--- src/rtl/tbe_pkg.sv ---
package tbe_pkg;

    typedef enum logic [1:0] {
        FRM_ASYNC   = 2'b00,
        FRM_CHSYNC  = 2'b01,
        FRM_BITFRM  = 2'b10,
        FRM_EXTSYNC = 2'b11
    } frame_mode_e;

    // Host write outcome for one cycle
    typedef struct packed {
        logic accept;
        logic reject;
    } wr_result_t;

    // Only the asynchronous mode sends no CRC, so every other mode may hold
    function automatic logic crc_may_hold(frame_mode_e m);
        return (m != FRM_ASYNC);
    endfunction

    function automatic wr_result_t judge_write(logic wr, logic flag);
        wr_result_t r;
        r.accept = wr & flag;
        r.reject = wr & ~flag;
        return r;
    endfunction

endpackage

--- src/rtl/tbe_entry_slot.sv ---
module tbe_entry_slot #(
    parameter int DATA_W = 8
) (
    input  logic              clk,
    input  logic              clr,
    input  logic              load,
    input  logic [DATA_W-1:0] load_data,
    input  logic              advance,
    output logic              full_next,
    output logic              full_q,
    output logic [DATA_W-1:0] data_q
);

    always_comb begin
        if (load)
            full_next = 1'b1;
        else if (advance)
            full_next = 1'b0;
        else
            full_next = full_q;
    end

    always_ff @(posedge clk) begin
        if (clr) begin
            full_q <= 1'b0;
            data_q <= '0;
        end else begin
            full_q <= full_next;
            if (load)
                data_q <= load_data;
        end
    end

endmodule

--- src/rtl/tbe_flag_reg.sv ---
module tbe_flag_reg (
    input  logic clk,
    input  logic clr,
    input  logic full_next,
    input  logic hold,
    output logic flag_q
);

    always_ff @(posedge clk) begin
        if (clr)
            flag_q <= 1'b1;
        else
            flag_q <= ~full_next & ~hold;
    end

endmodule

--- src/rtl/tbe_overrun_latch.sv ---
module tbe_overrun_latch (
    input  logic clk,
    input  logic clr,
    input  logic set,
    output logic sticky_q
);

    always_ff @(posedge clk) begin
        if (clr)
            sticky_q <= 1'b0;
        else if (set)
            sticky_q <= 1'b1;
    end

endmodule

--- src/rtl/tbe_status_tracker.sv ---
module tbe_status_tracker
    import tbe_pkg::*;
#(
    parameter int DATA_W = 8
) (
    input  logic              clk,
    input  logic              rst,
    input  logic              chan_rst,
    input  logic [1:0]        frame_mode,
    input  logic              host_wr,
    input  logic [DATA_W-1:0] host_data,
    input  logic              slot_advance,
    input  logic              crc_active,
    output logic              tx_empty,
    output logic              overrun,
    output logic              slot_valid,
    output logic [DATA_W-1:0] slot_data
);

    logic        clr;
    logic        hold;
    logic        full_next;
    wr_result_t  wres;
    frame_mode_e mode_e;

    assign clr    = rst | chan_rst;
    assign mode_e = frame_mode_e'(frame_mode);
    assign hold   = crc_active & crc_may_hold(mode_e);
    assign wres   = judge_write(host_wr, tx_empty);

    tbe_entry_slot #(.DATA_W(DATA_W)) u_slot (
        .clk       (clk),
        .clr       (clr),
        .load      (wres.accept),
        .load_data (host_data),
        .advance   (slot_advance),
        .full_next (full_next),
        .full_q    (slot_valid),
        .data_q    (slot_data)
    );

    tbe_flag_reg u_flag (
        .clk       (clk),
        .clr       (clr),
        .full_next (full_next),
        .hold      (hold),
        .flag_q    (tx_empty)
    );

    tbe_overrun_latch u_ovr (
        .clk      (clk),
        .clr      (clr),
        .set      (wres.reject),
        .sticky_q (overrun)
    );

endmodule

--- config.mk ---
export PLATFORM = sky130hd
export DESIGN_NAME = tbe_status_tracker
export DESIGN_NICKNAME = d
export VERILOG_FILES = /design/src/rtl/tbe_pkg.sv /design/src/rtl/tbe_entry_slot.sv /design/src/rtl/tbe_flag_reg.sv /design/src/rtl/tbe_overrun_latch.sv /design/src/rtl/tbe_status_tracker.sv
export SDC_FILE = /design/constraint.sdc
export NUM_CORES = 1
export LEC_CHECK = 0
export CAP_MARGIN = 20
export CORE_AREA = 8 8 50 60
export DETAILED_ROUTE_END_ITERATION = 16
export DIE_AREA = 0 0 58 68
export HOLD_SLACK_MARGIN = 0.08
export PLACE_DENSITY = 0.56
export SYNTH_ARGS = -nofsm -noshare
export SYNTH_HDL_FRONTEND = slang
export SYNTH_SLANG_ARGS = --single-unit
--- constraint.sdc ---
create_clock -name clk -period 1.1 [get_ports clk]
set_input_delay 0.22 -clock clk [delete_from_list [all_inputs] [get_ports clk]]
set_output_delay 0.22 -clock clk [all_outputs]
set_load 0.01 [all_outputs]
# After elaboration in Yosys (flattened, before gate mapping)
# Cells that the tools add are included.
# Widths: inputs -> output; s select.
word_totals:
  ff_bits: 11
  inputBits: 16
  out_inout_bits: 11
  elab_cells: 15
op_classes:
  mux: 2
  bitwise_logic: 8
  reduce_logical: 1
ops:
  columns: ["cell", "count"]
  rows:
  - ["$and 1x1->1", 4]
  - ["$not 1->1", 3]
  - ["$mux 1", 2]
  - ["$reduce_bool 2->1", 1]
  - ["$or 1x1->1", 1]

# Depth between registers and ports, before layout
logic_depth:
  depth_word: 4
  depth_mapped: 4

# Hierarchy
# From an unflattened synthesis, not the netlist that was laid out.
hier_totals:
  hier_cells: 39
  hier_area_um2: 411.6
modules_own_cells:
  columns: ["module", "instances", "cells_per_inst", "area_each_um2", "seq_area_each_um2"]
  rows:
  - ["tbe_entry_slot", 1, 31, 324.1, 180.2]
  - ["tbe_overrun_latch", 1, 2, 30.0, 20.0]
  - ["tbe_status_tracker", 1, 4, 30.0, 0.0]
  - ["tbe_flag_reg", 1, 2, 27.5, 20.0]

# Worst setup path after synthesis
# No wires, ideal clock.
synth_timing:
  path_kind: "register -> register"
  from: "register u_flag.flag_q"
  to: "register u_flag.flag_q"
  arrival_ns: 0.883
  t_required_ns: 0.984
  slack_ns: 0.101
  path_stages_with_launch: 5
  path_cell_list: "dfxtp_1 > buf_4 > buf_6 > nand2_1 > a31o_2"
synth_between:
  elab_chain_cells: 4
synth_lines:
  columns: ["item", "line_no", "text"]
  rows:
  - ["from (decl)", "tbe_flag_reg.sv:6", "output logic flag_q"]
  - ["from (signal assigned)", "tbe_flag_reg.sv:13", "flag_q <= ~full_next & ~hold;"]
  - ["$and 1x1->1", "tbe_pkg.sv:23", "r.accept = wr & flag;"]
  - ["$mux 1", "tbe_entry_slot.sv:15", "if (load)"]
  - ["$not 1->1", "tbe_flag_reg.sv:13", null]
  - ["$and 1x1->1", "tbe_flag_reg.sv:13", null]
# No other way between the ends.
# A chain may end at the register's enable or synchronous reset.

# Worst setup path after layout
layout_timing:
  from: "register u_slot.full_q"
  to: "output slot_valid"
layout_lines:
  columns: ["item", "line_no", "text"]
  rows:
  - ["from (decl)", "tbe_entry_slot.sv:10", "output logic full_q,"]
  - ["from (signal assigned)", "tbe_entry_slot.sv:28", "full_q <= full_next;"]
  - ["to (decl)", "tbe_status_tracker.sv:16", "output logic slot_valid,"]
# No word-level cell between the ends.

==> out/metrics.csv <==
metric,value,unit
overflow,0,
status,"finished, final reports clean",
path_clk_slew,0.07,ns
cp_max_fo,2,
tns,0,ns
drtIter0Drc,3,
synth_nets,65,
postRouteAntennaNets,0,
synthCells,49,
grt_pass1_vias,455,
cp_cell_sequence,clkdlybuf4s15_1,
min_to,u_ovr.sticky_q$_SDFFE_PP0P_,
reg2reg_slack,0.16,ns
grt_setup_unrepaired,false,
required,0.88,ns
clock_latency,0.26,ns
root_buffer,clkbuf_4,
leakagePower,0.297,nW
via_count,437,
coreArea,2140,um^2
htreeDepth,1,
antenna_found_initial,0,
hp-start,u_ovr.sticky_q$_SDFFE_PP0P_,
whs,0.449,ns
clk_path_buf_depth,2,
holdBufCountCts,0,
postSynthAreaPerCell,9.81,um^2
ys_seq_area_frac,0.458,
p_total,832,uW
drive_gt1_frac,0.269,
drc_errors,0,
wl_per_cell,12.1,um
grtUsageMet3,0.0338,
crit_arrival,0.84,ns
fin_nets,95,
clock-skew-final,0.000684,ns
grt_util_met1,0.0612,
cp.depth,1,
min_period,1.06,ns
critical-path-top-delay-family,flip-flops,
max_stage_delay,0.33,ns
initial_utilization,0.225,
fmax,947,MHz
areaGrowthSynthToFinish,59.1,%
slowest_stage,dfxtp_1,
rows,19,
yosysUniqueCellTypes,15,
ios,27,
startpoint_type,flop,
multi_input_comb_area,210,um^2
hold_depth,2,
grt_busiest_layer,met2,
dieArea,3940,um^2
final_util,0.357,
peakVddDrop,0.000466,V
critPathCaptureType,output port,
grtUsageTotal,0.0596,
clock_sinks,11,
cts_inserted_buffers,3,
maxSlewHeadroom,0.888,
fillers,239,
setup_viol,0,
grt_pass1_wl,1840,um
dp_slack,-0.163,ns
antenna_cells,0,
fin_crit_sh,0.960,
place_congestion,0.565,
port_buffers,26,
grtUsageMet2,0.0978,
grt_max_degree,19,
regArea,220,um^2
die_w,58,um
r2r_start,u_flag.flag_q$_SDFF_PP1_,
r2r-end,u_flag.flag_q$_SDFF_PP1_,
vias_per_cell,4.41,
fin_ws,0.0440,ns
die_h,68,um
ys_warn_count,0,
worst_pin_slew,0.168,ns
synth_area,480,um^2
powerDensity,1090,nW/um^2
critPathBufInv,1,
cts_tree,yes,
hold_path_class,reg2reg,
path_class,reg2out,
firstDrtPassIters,2,
ys_ff_latch,11,
maxCapViolCount,0,
maxSlewViolCount,0,
wirelength,1200,um
dp_hpwl,928,um
r2r_cells,3,
finalHoldViolations,0,
-- final cells by class --
cell class | instances | area share
clock buffers | 4 | 0.0344
inverters | 1 | 0.00491
multi-input cells | 32 | 0.275
flip-flops and latches | 11 | 0.288
well taps | 21 | 0.0344
repair buffers | 30 | 0.363
-- placed cells by master, fill, tap and decap left out, types with 2 or more instances in the layout --
master,count
a21bo_2,7
a21oi_1,9
buf_4,3
clkbuf_2,5
clkbuf_4,3
clkdlybuf4s15_1,6
clkdlybuf4s50_1,15
dfxtp_1,11
nand2b_1,2
nand3_1,8
-- report_power, final --
| group | total, mW | internal, mW | leakage (nW) | switching (mW) |
|---|---|---|---|---|
| registers | 0.418 | 0.412 | 0.0896 | 0.00632 |
| clock network | 0.265 | 0.140 | 0.0150 | 0.125 |
| logic | 0.149 | 0.0932 | 0.193 | 0.0558 |
-- metrics by stage --
| step | cells | instance area (um^2) |
|---|---|---|
| global placement | 95 | 763 |
| detailed placement | 95 | 763 |
| finish | 99 | 764 |
| floorplan | 49 | 480 |
| global route | 99 | 764 |
| CTS | 99 | 782 |
-- per-layer routing --
layer  share of wire  vias to the layer above
li1                -                      231
met3           0.090                        0
met1            0.46                      189
met4               0                        0
met5               0                        -
met2            0.45                       17
-- cells by family after synthesis --
kind of cell / after synthesis / synth area share
flops: 11 / 0.458
simple gates: 12 / 0.130
buf+inv: 6 / 0.104
compound gates: 20 / 0.307
-- cell usage after synthesis --
| cell type | instances | area [um^2] |
|---|---|---|
| a31o_2 | 1 | 8.76 |
| nand2b_1 | 2 | 12.5 |
| or2_1 | 1 | 6.26 |
| a21bo_1 | 1 | 10.0 |
| a21oi_2 | 1 | 8.76 |
| a21bo_2 | 7 | 70.1 |
| buf_6 | 3 | 33.8 |
| nand3_1 | 8 | 40.0 |
| buf_2 | 1 | 5.00 |
| buf_4 | 1 | 7.51 |
| nand2_1 | 1 | 3.75 |
| a21oi_1 | 9 | 45.0 |
| o21ai_0 | 1 | 5.00 |
| dfxtp_1 | 11 | 220 |
| inv_1 | 1 | 3.75 |
-- worst max path at each step --
stage                                      from                        to  slack (ns)
floorplan              u_flag.flag_q$_SDFF_PP1_  u_flag.flag_q$_SDFF_PP1_        0.10
global placement                        host_wr  u_flag.flag_q$_SDFF_PP1_       -0.16
detailed placement                      host_wr  u_flag.flag_q$_SDFF_PP1_       -0.16
CTS                 u_ovr.sticky_q$_SDFFE_PP0P_                   overrun       0.002
global route           u_slot.full_q$_SDFF_PP0_                slot_valid       0.004
finish                 u_slot.full_q$_SDFF_PP0_                slot_valid        0.04
-- what timing repair did --
action                                  in CTS  in global routing
endpoints found under the setup margin      11                  9
gates resized for setup                     16                 11
buffers inserted                             0                  0
-- state kept, by name, summed over array words and instances (netlist names) --
register	count
u_flag.flag_q	1
u_slot.data_q	8
u_slot.full_q	1
u_ovr.sticky_q	1
(Power assumes the default switching activity.)
